**config.mk**
```make
export PLATFORM = sky130hd
export DESIGN_NAME = sr_divider
export DESIGN_NICKNAME = d
export VERILOG_FILES = /design/src/rtl/sr_divider_pkg.sv /design/src/rtl/sr_divider_preset_map.sv /design/src/rtl/sr_divider_term_detect.sv /design/src/rtl/sr_divider_count_core.sv /design/src/rtl/sr_divider.sv
export SDC_FILE = /design/constraint.sdc
export NUM_CORES = 1
export LEC_CHECK = 0
export BUFFER_PORTS_ARGS = -buffer_cell sky130_fd_sc_hd__buf_2
export CAP_MARGIN = 20
export CORE_AREA = 4 4 41 43
export CTS_CLUSTER_SIZE = 16
export DETAILED_ROUTE_END_ITERATION = 16
export DIE_AREA = 0 0 45 47
export REMOVE_ABC_BUFFERS = 1
export SYNTH_ARGS = -nofsm -noshare
export SYNTH_HDL_FRONTEND = slang
export SYNTH_SLANG_ARGS = --single-unit
```
**constraint.sdc**
```tcl
create_clock -name clk_i -period 1.7 [get_ports clk_i]
set_input_delay 0.085 -clock clk_i [delete_from_list [all_inputs] [get_ports clk_i]]
set_output_delay 0.085 -clock clk_i [all_outputs]
set_load 0.01 [all_outputs]
```
**src/rtl/sr_divider_pkg.sv**
```systemverilog
package sr_divider_pkg;
   typedef enum logic {
      SEL_COUNT = 1'b0,
      SEL_LOAD  = 1'b1
   } sel_e;

   localparam int unsigned MIN_WIDTH = 2;
   localparam int unsigned MAX_WIDTH = 16;
endpackage

```
**src/rtl/sr_divider_preset_map.sv**
```systemverilog
module sr_divider_preset_map #(
   parameter int unsigned WIDTH    = 6,
   parameter bit          COUNT_UP = 1'b0
) (
   input  logic [WIDTH-1:0] div_i,
   output logic [WIDTH-1:0] load_o
);
   generate
      if (COUNT_UP) begin : g_up
         // distance from ~D to all-ones is D steps
         assign load_o = ~div_i;
      end else begin : g_down
         assign load_o = div_i;
      end
   endgenerate
endmodule

```
**src/rtl/sr_divider_term_detect.sv**
```systemverilog
module sr_divider_term_detect #(
   parameter int unsigned WIDTH    = 6,
   parameter bit          COUNT_UP = 1'b0
) (
   input  logic [WIDTH-1:0] cnt_i,
   output logic             term_o
);
   generate
      if (COUNT_UP) begin : g_up
         assign term_o = &cnt_i;
      end else begin : g_down
         assign term_o = ~|cnt_i;
      end
   endgenerate
endmodule

```
**src/rtl/sr_divider_count_core.sv**
```systemverilog
module sr_divider_count_core
   import sr_divider_pkg::*;
#(
   parameter int unsigned WIDTH    = 6,
   parameter bit          COUNT_UP = 1'b0
) (
   input  logic             clk_i,
   input  logic             rst_i,
   input  sel_e             sel_i,
   input  logic [WIDTH-1:0] load_i,
   output logic [WIDTH-1:0] cnt_o
);
   localparam logic [WIDTH-1:0] STEP = WIDTH'(1);

   logic [WIDTH-1:0] cnt_q;
   logic [WIDTH-1:0] step_d;

   generate
      if (COUNT_UP) begin : g_up
         assign step_d = cnt_q + STEP;
      end else begin : g_down
         assign step_d = cnt_q - STEP;
      end
   endgenerate

   always_ff @(posedge clk_i) begin
      if (rst_i || (sel_i == SEL_LOAD)) begin
         cnt_q <= load_i;
      end else begin
         cnt_q <= step_d;
      end
   end

   assign cnt_o = cnt_q;
endmodule

```
**src/rtl/sr_divider.sv**
```systemverilog
module sr_divider
   import sr_divider_pkg::*;
#(
   parameter int unsigned WIDTH    = 6,
   parameter bit          COUNT_UP = 1'b0
) (
   input  logic             clk_i,
   input  logic             rst_i,
   input  logic [WIDTH-1:0] div_i,
   output logic             pulse_n_o
);
   generate
      if (WIDTH < MIN_WIDTH || WIDTH > MAX_WIDTH) begin : g_bad_width
         $error("sr_divider: WIDTH out of supported range");
      end
   endgenerate

   logic [WIDTH-1:0] load_val;
   logic [WIDTH-1:0] cnt_q;
   logic             term;
   sel_e             sel;

   sr_divider_preset_map #(.WIDTH(WIDTH), .COUNT_UP(COUNT_UP)) map_i (
      .div_i  (div_i),
      .load_o (load_val)
   );

   sr_divider_count_core #(.WIDTH(WIDTH), .COUNT_UP(COUNT_UP)) core_i (
      .clk_i  (clk_i),
      .rst_i  (rst_i),
      .sel_i  (sel),
      .load_i (load_val),
      .cnt_o  (cnt_q)
   );

   sr_divider_term_detect #(.WIDTH(WIDTH), .COUNT_UP(COUNT_UP)) term_i (
      .cnt_i  (cnt_q),
      .term_o (term)
   );

   // carry-out doubles as the load/count select
   assign sel       = term ? SEL_LOAD : SEL_COUNT;
   assign pulse_n_o = ~term;
endmodule

```
### Word level (Yosys, flattened, before mapping)

Cells that the tools add are included.

| storage, ports and cells | value |
|---|---|
| bits in read-only memories | 0 |
| flip-flop bits (word level) | 6 |
| output and inout bits | 1 |
| bits in latches | 0 |
| logic and storage cells | 6 |
| bits of input ports | 8 |
| bits in writable memories | 0 |
| memories | 0 |

| cells by class | value |
|---|---|
| add/sub/neg operators | 1 |
| muxes and demuxes | 2 |
| reduce and logical (&&, ||, !) cells | 2 |
| equal/unequal tests | 0 |
| order comparisons | 0 |
| shift operators | 0 |
| multiply operators | 0 |
| divide/modulo/power cells | 0 |
| bitwise gates (word level) | 0 |

Operator list:

| cell | count |
|---|---|
| 6-bit two-way mux | 1 |
| 6-bit OR reduction | 1 |
| 6-bit by 1-bit subtractor with 6-bit output, second input constant | 1 |
| 1-bit logical OR | 1 |
| 1-bit two-way mux | 1 |

### Longest topological paths before layout

| depth | value |
|---|---|
| depth in word-level cells | 4 |
| mapped depth | 5 |
| mapped depth without buffers | 5 |

### By module

Synthesis repeated with hierarchy kept, for this count alone.

| unflattened totals | value |
|---|---|
| cells, all modules | 40 |
| area, all modules | 332.8 um^2 |

By module, submodules not included:

| module | sequential area each (um^2) | instances | cells each | area an instance (um^2) |
|---|---|---|---|---|
| sr_divider_count_core | 120.1 | 1 | 31 | 266.5 |
| sr_divider_preset_map | 0.0 | 1 | 6 | 45.0 |
| sr_divider_term_detect | 0.0 | 1 | 2 | 17.5 |
| sr_divider | 0.0 | 1 | 1 | 3.8 |

### Worst setup path before layout

OpenSTA, ideal clock, no wires.

| timing path | value |
|---|---|
| path type | reg2reg |
| start | reg core_i.cnt_q[0], in the netlist core_i.cnt_o[0] |
| end | reg core_i.cnt_q[0], in the netlist core_i.cnt_o[0] |
| setup slack | 373 ps |
| required time | 1579 ps |
| library setup time | 121 ps |
| clock period less this slack | 1327 ps |
| stages on the path, launching flop included | 5 |
| buffers on the path | 0 |
| arrival time | 1206 ps |
| cells stage by stage | dfxtp_1 inv_1 ha_1 a21oi_2 mux2_2 |

| between the ends | value |
|---|---|
| longest elaborated chain between the ends | 4 |
| elaborated cells between the ends (all ways) | 5 |
| those cells by class | 1 x add/sub; 2 x mux; 2 x reduce/logical |

Ends and longest elaborated chain:

| item | line | text |
|---|---|---|
| start, declared | sr_divider_count_core.sv:15 | `logic [WIDTH-1:0] cnt_q;` |
| start signal, assigned | sr_divider_count_core.sv:28 | `cnt_q <= load_i;` |
| start signal, assigned | sr_divider_count_core.sv:30 | `cnt_q <= step_d;` |
| parallel branches: the longest is 3 deep, another holds 6-bit by 1-bit subtractor with 6-bit output | - |  |
| 6-bit two-way mux (*) | sr_divider_count_core.sv:27 | `if (rst_i \|\| (sel_i == SEL_LOAD)) begin` |

Every way passes the cells marked *.

### Worst setup path after layout

| timing path | value |
|---|---|
| start | reg core_i.cnt_q[0], in the netlist core_i.cnt_o[0] |
| end | reg core_i.cnt_q[2], in the netlist core_i.cnt_o[2] |

The elaborated chain is that of the path after synthesis.

==> summary.txt <==
Placed design
  • Dpl ws: 239 ps
  • Routability congestion estimate: 0.688
  • HPWL Detailed: slightly below 400 µm
  • Port Buffers: 8

Power and ir drop
  • PD cells: between 1000 and 1500 nW/µm²
  • Leakage: approximately 0.00018 µW
  • Worst vdd ir: 0.403 mV

GRT
  • Largest net degree at the start of global routing: 7
  • Vias in the first global route: approximately 250
  • Grt total ovfl: 0
  • Global-route wire length before repair: approximately 980 µm
  • Initial antenna violation count: 0
  • Tot GR Track Use: just under 7%

Floorplan
  • Die Ht: between 40 and 50 µm
  • Starting Density: 24.8%
  • Horiz. Die Dim: 45 µm
  • Core Region: between 1000 and 1500 µm²
  • I/O pins: 9
  • Die area: between 2000 and 2500 µm²
  • Rows: 13

Drt
  • TritonRoute pass-1 iters: 1
  • Detailed-route DRC error count: 0
  • DRT iter0 DRCs: 0
  • Post-DRT Antenna Nets: 0
  • Via Count: about 230
  • Vias per cell: around 4.2
  • Routed wire length: 497 µm
  • WL/cell: approximately 9.0 µm

Timing
  • RSZ-0062 raised after global routing: no
  • Final Hold Fails: 0
  • Worst setup skew after layout: about 6.3 ps
  • Hold Worst Slack: slightly above 60 ps
  • Slew HR: 73.3%
  • Worst-margin pin slew: slightly below 400 ps
  • Slew Limit Fails: 0
  • Crit share post-route: a little over four fifths
  • Max Clock Freq: around 700 MHz
  • Final setup violation count: 0
  • Setup_tns: 0 ps
  • PnR worst setup slack: around 270 ps
  • Final min period: approximately 1400 ps

Setup path
  • CP Class: flop to flop
  • Worst-path maximum fanout: 6
  • Critical path required time: around 1800 ps
  • Critical path capture point type: flop
  • Worst setup SP type: flop
  • Flop-to-flop setup slack: about 270 ps
  • Arr. time, crit path: roughly 1600 ps

Cells and area
  • Antenna fix cells: 0
  • Final nets: between 50 and 60
  • Commonest non-fill, non-tap cell in the layout: buf_2
  • Final Core Density: between 30% and 40%
  • Share of cells above drive strength 1: 42.5%
  • Synthesis-to-finish area growth: 25.2%
  • Most frequent cells in the layout: buf_2, dfxtp_1, mux2_2
  • Max reg flops: 6

Yosys
  • Post-Syn Area: between 300 and 400 µm²
  • Syn Inst Count: 29
  • Post-synthesis sequential area ratio: 37.2%
  • FF+latch count, synth: 6
  • Netlist cell types: 14
  • Syn avg cell area: ~11 µm²
  • Synth warn: 0

Clocking
  • Clk sink count: 6
  • Inserted Clock Buffers: 3
  • Postcts setup bufs: 0
  • Reg clk slew, reported paths: approximately 50 ps
  • CTS H-tree lvls: 1
  • CTS tree: yes
  • Clk root buf: clkbuf_4
  • Max Root-Sink Buffers: 2
  • Post-CTS Hold Buffers: 0
  • Clock latency on the worst-skew pair: around 250 ps
  • Post-CTS Resized: 0

Run
  • Maxcap violations: 0

Status
  • Status: finished, final reports clean

Worst hold path
  • Worst Hold Class: input pin to flop
## cells by family after synthesis
logic type,Yosys count,synth area share [%]
mux,6,20.2
xor+xnor,3,8.14
compound gates,4,10.1
buf+inv,3,3.49
fa+ha+maj,2,7.75
flops,6,37.2
simple gates,5,13.2
## through the flow
step	total power, µW	cells	cell area (µm²)
2_1_floorplan	295	29	323
3_3_place_gp	320	52	382
3_5_place_dp	320	52	382
4_1_cts	456	55	404
5_1_grt	484	55	404
6_report	444	55	404
## worst max-delay path: stages (launching register included)
cell	delay, ps
dfxtp_1	310
inv_1	70
ha_1	230
a21oi_2	330
mux2_2	370
## synthesized netlist by cell type
master	number	area, µm²
nor4_4	1	21.3
o21a_1	1	7.51
a21oi_2	1	8.76
xor2_1	3	26.3
a2bb2oi_1	1	8.76
nor3b_1	1	7.51
mux2_2	4	45.0
nand2_1	1	3.75
ha_1	2	25.0
mux2i_1	2	20.0
inv_1	3	11.3
dfxtp_1	6	120
a211oi_1	1	7.51
nor3_1	2	10.0
## per-layer routing
metal / routed length (µm) / GRT usage, % / share of wire, %
met5: 0 / 0 / 0
met1: 221 / 7.08 / 44
met3: 43 / 5.75 / 8.7
met2: 222 / 10.2 / 45
met4: 9 / 3.51 / 1.8
## final timing paths
path / startpoint / to / cells after the start
setup / recovery: core_i.cnt_o[0] / core_i.cnt_o[2] / 4
hold / removal: div_i[4] / core_i.cnt_o[4] / 2
setup reg to reg: core_i.cnt_o[0] / core_i.cnt_o[2] / 4
hold reg to reg: core_i.cnt_o[0] / core_i.cnt_o[0] / 2
## power by group
group | total (µW) | switching, µW | internal, µW
Sequential | 213 | 40.3 | 172
Clock | 129 | 49.6 | 79.7
Combinational | 102 | 40.3 | 61.8
## area by class of cell
| cell class | instances | area, µm² |
|---|---|---|
| sequential | 6 | 120 |
| inverter | 3 | 11.3 |
| tap | 15 | 18.8 |
| clock buffer | 3 | 22.5 |
| timing repair buffer | 8 | 40.0 |
| fill | 148 | 897 |
| multi-input combinational | 20 | 191 |
Power figures use the tool's default switching activity.
